==> config.mk <==
export PLATFORM = sky130hd
export DESIGN_NAME = ecb_bank
export DESIGN_NICKNAME = d
export VERILOG_FILES = /design/src/rtl/ecb_pkg.sv /design/src/rtl/ecb_evsel.sv /design/src/rtl/ecb_slice.sv /design/src/rtl/ecb_bank.sv
export SDC_FILE = /design/constraint.sdc
export NUM_CORES = 1
export LEC_CHECK = 0
export BUFFER_PORTS_ARGS = -buffer_cell sky130_fd_sc_hd__buf_2
export CORE_MARGIN = 10
export CORE_UTILIZATION = 55
export DETAILED_ROUTE_END_ITERATION = 10
export PLACE_DENSITY = 0.73
export SLEW_MARGIN = 20
export SYNTH_ARGS = -nofsm -noshare
export SYNTH_HDL_FRONTEND = slang
export SYNTH_SLANG_ARGS = --single-unit
==> constraint.sdc <==
create_clock -name clk -period 2.6 [get_ports clk]
set_input_delay 0.52 -clock clk [delete_from_list [all_inputs] [get_ports clk]]
set_output_delay 0.52 -clock clk [all_outputs]
set_load 0.1 [all_outputs]
==> src/rtl/ecb_pkg.sv <==
package ecb_pkg;
  // register offsets (byte addresses)
  localparam int OFS_GCTL     = 'h500;
  localparam int OFS_CNTEN_S  = 'h508;
  localparam int OFS_CNTEN_C  = 'h50C;
  localparam int OFS_INTEN_S  = 'h510;
  localparam int OFS_INTEN_C  = 'h514;
  localparam int OFS_CHAIN    = 'h718;
  localparam int OFS_STATUS   = 'h740;
  localparam int OFS_TGLMODE  = 'h96C;
  localparam int OFS_VAL      = 'h420;
  localparam int OFS_CODE     = 'h220;
  localparam int REG_STRIDE   = 8;
  // event code map
  localparam int CODE_CYCLES  = 'h01;
  localparam int CODE_EV_BASE = 'h20;
endpackage

==> src/rtl/ecb_evsel.sv <==
module ecb_evsel
  import ecb_pkg::*;
#(
  parameter int CODE_W = 8,
  parameter int NEV    = 6
) (
  input  logic [CODE_W-1:0] code,
  input  logic [NEV-1:0]    ev_in,
  output logic              hit
);
  always_comb begin
    hit = (code == CODE_W'(CODE_CYCLES));
    for (int j = 0; j < NEV; j++) begin
      if (code == CODE_W'(CODE_EV_BASE + j)) hit = ev_in[j];
    end
  end
endmodule

==> src/rtl/ecb_slice.sv <==
module ecb_slice #(
  parameter int CW = 32
) (
  input  logic          clk,
  input  logic          rst_n,
  input  logic          srst,
  input  logic          load,
  input  logic [CW-1:0] load_val,
  input  logic          step,
  input  logic          msb_mode,
  input  logic          flag_clr,
  output logic [CW-1:0] value,
  output logic          carry,
  output logic          flag
);
  logic moves, all_ones, low_ones, flag_set;

  always_comb begin
    moves    = step & ~load;
    all_ones = &value;
    low_ones = &value[CW-2:0];
    carry    = moves & all_ones;
    flag_set = moves & (msb_mode ? low_ones : all_ones);
  end

  always_ff @(posedge clk or negedge rst_n) begin
    if (!rst_n)        value <= '0;
    else if (srst)     value <= '0;
    else if (load)     value <= load_val;
    else if (moves)    value <= value + CW'(1);
  end

  always_ff @(posedge clk or negedge rst_n) begin
    if (!rst_n)         flag <= 1'b0;
    else if (srst)      flag <= 1'b0;
    else if (flag_set)  flag <= 1'b1;
    else if (flag_clr)  flag <= 1'b0;
  end
endmodule

==> src/rtl/ecb_bank.sv <==
module ecb_bank
  import ecb_pkg::*;
#(
  parameter int N      = 8,
  parameter int CW     = 32,
  parameter int AW     = 12,
  parameter int NEV    = 6,
  parameter int CODE_W = 8
) (
  input  logic          clk,
  input  logic          rst_n,
  input  logic          req_vld,
  input  logic          req_wr,
  input  logic [AW-1:0] req_addr,
  input  logic [CW-1:0] req_wdata,
  output logic          rd_vld,
  output logic [CW-1:0] rd_data,
  input  logic [NEV-1:0] ev_in,
  output logic          irq
);
  localparam int FLAT_W = N * CW;

  logic wr_go, rd_go, srst;
  logic en_q;
  logic [N-1:0] cnten_q, inten_q, chain_q, tgl_q, ovs_q, ovs_clr;
  logic [N-1:0] hit, src, step, carry, odd_mask;
  logic [CW-1:0] cnt_q [N];
  logic [CODE_W-1:0] code_q [N];
  logic [FLAT_W-1:0] cnt_flat;
  logic [CW-1:0] rd_next;

  assign wr_go = req_vld & req_wr;
  assign rd_go = req_vld & ~req_wr;
  assign srst  = wr_go && (req_addr == AW'(OFS_GCTL)) && req_wdata[1];
  assign ovs_clr = (wr_go && req_addr == AW'(OFS_STATUS)) ? req_wdata[N-1:0] : '0;

  // bank-level control and masks
  always_ff @(posedge clk or negedge rst_n) begin
    if (!rst_n) begin
      en_q    <= 1'b0;
      cnten_q <= '0;
      inten_q <= '0;
      chain_q <= '0;
      tgl_q   <= '0;
    end else begin
      if (wr_go && req_addr == AW'(OFS_GCTL))    en_q  <= req_wdata[0];
      if (wr_go && req_addr == AW'(OFS_TGLMODE)) tgl_q <= req_wdata[N-1:0];
      if (srst) begin
        cnten_q <= '0;
        inten_q <= '0;
        chain_q <= '0;
      end else if (wr_go) begin
        if (req_addr == AW'(OFS_CNTEN_S)) cnten_q <= cnten_q | req_wdata[N-1:0];
        if (req_addr == AW'(OFS_CNTEN_C)) cnten_q <= cnten_q & ~req_wdata[N-1:0];
        if (req_addr == AW'(OFS_INTEN_S)) inten_q <= inten_q | req_wdata[N-1:0];
        if (req_addr == AW'(OFS_INTEN_C)) inten_q <= inten_q & ~req_wdata[N-1:0];
        if (req_addr == AW'(OFS_CHAIN))   chain_q <= req_wdata[N-1:0] & odd_mask;
      end
    end
  end

  // per-counter lanes
  for (genvar i = 0; i < N; i++) begin : g_lane
    logic load_i;
    assign load_i      = wr_go && (req_addr == AW'(OFS_VAL + i * REG_STRIDE));
    assign odd_mask[i] = 1'(i % 2);

    always_ff @(posedge clk or negedge rst_n) begin
      if (!rst_n) code_q[i] <= '0;
      else if (wr_go && req_addr == AW'(OFS_CODE + i * REG_STRIDE))
        code_q[i] <= req_wdata[CODE_W-1:0];
    end

    ecb_evsel #(.CODE_W(CODE_W), .NEV(NEV)) u_sel (
      .code (code_q[i]),
      .ev_in(ev_in),
      .hit  (hit[i])
    );

    if (i % 2 == 1) begin : g_odd
      assign src[i] = chain_q[i] ? carry[i-1] : hit[i];
    end else begin : g_even
      assign src[i] = hit[i];
    end

    assign step[i] = en_q & cnten_q[i] & src[i];

    ecb_slice #(.CW(CW)) u_cnt (
      .clk     (clk),
      .rst_n   (rst_n),
      .srst    (srst),
      .load    (load_i),
      .load_val(req_wdata),
      .step    (step[i]),
      .msb_mode(tgl_q[i]),
      .flag_clr(ovs_clr[i]),
      .value   (cnt_q[i]),
      .carry   (carry[i]),
      .flag    (ovs_q[i])
    );

    assign cnt_flat[i*CW +: CW] = cnt_q[i];
  end

  // read mux
  always_comb begin
    rd_next = '0;
    if (req_addr == AW'(OFS_GCTL))    rd_next = CW'(en_q);
    if (req_addr == AW'(OFS_CNTEN_S) || req_addr == AW'(OFS_CNTEN_C)) rd_next = CW'(cnten_q);
    if (req_addr == AW'(OFS_INTEN_S) || req_addr == AW'(OFS_INTEN_C)) rd_next = CW'(inten_q);
    if (req_addr == AW'(OFS_CHAIN))   rd_next = CW'(chain_q);
    if (req_addr == AW'(OFS_STATUS))  rd_next = CW'(ovs_q);
    if (req_addr == AW'(OFS_TGLMODE)) rd_next = CW'(tgl_q);
    for (int i = 0; i < N; i++) begin
      if (req_addr == AW'(OFS_VAL + i * REG_STRIDE))  rd_next = cnt_q[i];
      if (req_addr == AW'(OFS_CODE + i * REG_STRIDE)) rd_next = CW'(code_q[i]);
    end
  end

  always_ff @(posedge clk or negedge rst_n) begin
    if (!rst_n) begin
      rd_vld  <= 1'b0;
      rd_data <= '0;
    end else begin
      rd_vld <= rd_go;
      if (rd_go) rd_data <= rd_next;
    end
  end

  assign irq = |(ovs_q & inten_q);
endmodule

==> flow_metrics.env <==
export IMPL_stdcell_count=4026
export IMPL_die_area_um2=54300
export IMPL_design_power_total_w=0.0142
export IMPL_cts_htree_levels=2
export IMPL_gp_congestion=1.11
export IMPL_postRouteAntennaNets=0
export IMPL_drt_iter0_drc=4532
export IMPL_cts_buffers_inserted=45
export IMPL_peakVddDrop_mv=0.595
export IMPL_design_area_um2=33700
export IMPL_die_x_um=233
export IMPL_end_kind="register"
export IMPL_slew_limit_headroom_pct=43.1
export IMPL_core_area_um2=44500
export IMPL_cts_tree="done"
export IMPL_synth_top_area_cell="dfrtp_1"
export IMPL_grt_pass1_vias=28100
export IMPL_avgSynthCellArea_um2=8.64
export IMPL_grt_pass1_wl_um=179000
export IMPL_yosys_area_top_type_share_pct=39.1
export IMPL_die_y_um=233
export IMPL_portBuffers=87
export IMPL_viasPerCell=7.18
export IMPL_crit_type="reg2reg"
export IMPL_wirelength_um=123000
export IMPL_vias=28900
export IMPL_r2r_cells=9
export IMPL_drv_cap=0
export IMPL_synth_edf_count=0
export IMPL_clock_latency_ns=0.59
export IMPL_status="finished, violations left"
export IMPL_fin_ws_ns=-0.306
export IMPL_placed_cell_area_um2=30600
export IMPL_crit_path_max_fanout=8
export IMPL_antenna_found_initial=8
export IMPL_wl_per_cell_um=30.6
export IMPL_drive_above_1_share_pct=30.4
export IMPL_grt_overflow=0
export IMPL_p_per_area_nw_per_um2=422
export IMPL_worstHoldEndpoint="g_lane[1].u_cnt.value[8]$_DFFE_PN0P_"
export IMPL_grt_max_degree=71
export IMPL_min_from="req_wdata[8]"
export IMPL_r2r_slack_ns=-0.31
export IMPL_r2r_start="code_q[10]$_DFFE_PN0P_"
export IMPL_first_pass_iters=7
export IMPL_start_util_pct=56.0
export IMPL_synth_nets=2947
export IMPL_whs_path_depth=3
export IMPL_synthDistinctLibCells=84
export IMPL_clk_pin_slew_ns=0.06
export IMPL_grt_use_total_pct=44.0
export IMPL_tightestPinTransition_ns=0.853
export IMPL_io_pins=88
export IMPL_clockBufferDepth=3
export IMPL_max_freq_mhz=344
export IMPL_ys_warnings_count=0
export IMPL_violations="setup timing"
export IMPL_finalMaxSlewViolations=0
export IMPL_postSynth_asyncResetShare_pct=100
export IMPL_area_growth_syn_to_layout_pct=35.2
export IMPL_worstReg2RegEnd="g_lane[7].u_cnt.value[8]$_DFFE_PN0P_"
export IMPL_start_kind="register"
export IMPL_dp_hpwl_um=87400
export IMPL_synthCells=2885
export IMPL_whs_ns=0.356
export IMPL_row_count=77
export IMPL_rsz0062_at_grt="yes"
export IMPL_post_route_period_util_pct=112
export IMPL_clockRootBuffer="clkbuf_16"
export IMPL_drc_errors=0
export IMPL_synthTopCellsByArea="dfrtp_1 39%, o21ai_0 5.3%, xnor2_1 4.9%"
export IMPL_fillers=3189
export IMPL_p_leak_nw=14.2
export IMPL_syn_area_um2=24900
export IMPL_synth_ff_type="dfrtp_1"
export IMPL_yosysSeqAreaShare_pct=39.1
export IMPL_finalSetupViolCount=102
export IMPL_critPathArrivalTime_ns=3.36
export IMPL_skew_ns=0.0164
export IMPL_cp_required_ns=3.06
export IMPL_min_path_type="in2reg"
export IMPL_dpl_cell_count=3907
export IMPL_layout_min_cycle_time_ns=2.91
export IMPL_yosys_register_bits=390
export IMPL_final_nets=3459
export IMPL_final_hold_violation_count=0
export IMPL_fin_setup_tns_ns=-17.60
export IMPL_clock_sinks=390
==> worst max-delay path, cell delays in order (launching register included) <==
cell and delay [ns]:
dfrtp_1 0.39, or4b_4 0.55, o311ai_4 0.10, o2111ai_2 0.20
or4b_4 0.69, buf_8 0.19, buf_4 0.14, a211oi_4 0.23
xnor2_1 0.17, a21oi_1 0.11
==> Yosys cell counts, types with 35 or more instances <==
cell type	count
dfrtp_1	390
nand2_1	266
o21ai_0	265
nor2_1	228
a21oi_1	225
clkbuf_1	183
xnor2_1	139
nand3_1	126
nor3_1	100
nand4_1	89
mux2_2	82
a22oi_1	72
a211oi_1	67
mux2i_1	58
xor2_1	51
nor4_1	47
and3_1	46
inv_1	44
a221oi_1	35
==> sequential cells by signal, summed over array words and instances, names as in the netlist <==
signal,flops
chain_q,4
cnten_q,8
code_q,64
en_q,1
g_lane.u_cnt.flag,8
g_lane.u_cnt.value,256
inten_q,8
rd_data,32
rd_vld,1
tgl_q,8
==> worst max-delay path by stage <==
stage	start	endpoint
after floorplan	req_addr[8]	g_lane[7].u_cnt.value[30]$_DFFE_PN0P_
after global placement	req_addr[7]	rd_data[0]$_DFFE_PN0P_
after detailed placement	ev_in[0]	g_lane[0].u_cnt.value[26]$_DFFE_PN0P_
after CTS	code_q[9]$_DFFE_PN0P_	g_lane[7].u_cnt.value[15]$_DFFE_PN0P_
after global routing	code_q[10]$_DFFE_PN0P_	g_lane[7].u_cnt.value[8]$_DFFE_PN0P_
final	code_q[10]$_DFFE_PN0P_	g_lane[7].u_cnt.value[8]$_DFFE_PN0P_
==> layer usage <==
metal,wire [um],GRT usage (%)
met5,120,0
met4,9060,26.0
met3,18700,15.8
met2,52100,64.7
met1,43300,54.9
==> cell type report <==
cell class / instances / area [um2] / share of cell area (%)
repair buffers: 675 / 5830 / 17.3
inverters: 44 / 165 / 0.490
well taps: 592 / 741 / 2.20
multi-input cells: 2241 / 15700 / 46.6
diodes: 4 / 10.0 / 0.0297
clock buffers: 68 / 1350 / 4.01
flip-flops and latches: 390 / 9760 / 29.0
clock inverters: 12 / 140 / 0.416
==> what timing repair did <==
item | in CTS | in global routing
hold buffers | 1 | 0
pin swaps | 139 | 87
cloned | 5 | 0
setup buffers | 26 | 16
gates resized for setup | 161 | 96
endpoints found under the setup margin | 120 | 164
hold endpoints to repair | 54 | 0
==> layout by cell type, fill, tap and decap left out, drive strengths merged, types with 16 or more instances in the layout <==
cell type	instances
o21ai	265
xnor2	139
a221oi	35
nor2	228
nand4	89
nor3	106
inv	44
and4	34
buf	674
a22oi	72
a21oi	226
clkbuf	68
mux2	82
mux2i	58
dfrtp	390
and2	16
nand2	266
and3	46
nand3	126
a22o	26
a2111oi	22
xor2	51
a211oi	68
nand2b	20
nor4	48
==> power by group <==
| group | leakage [nW] | internal (W) | switching, W |
|---|---|---|---|
| registers | 5.22 | 0.00618 | 0.000148 |
| logic | 8.25 | 0.000324 | 0.00100 |
| clock network | 0.736 | 0.00387 | 0.00271 |
==> cells by family after synthesis <==
kind of cell,synth area share [%]
muxes,6.03
DFF,39.1
xor gates and xnor gates,6.67
adders and majority gates,0.401
and+or+nand+nor,21.7
AOI/OAI and AO/OA,22.1
buffers and inverters,3.97
==> per-stage QoR <==
stage	utilization [%]	setup slack, ns
6_report	75.7	-0.306
2_1_floorplan	-	-0.134
3_3_place_gp	68.7	-0.610
5_1_grt	75.7	-0.375
3_5_place_dp	68.7	-0.628
4_1_cts	74.8	-0.243
Note: power is estimated with default switching activity, not from simulation.
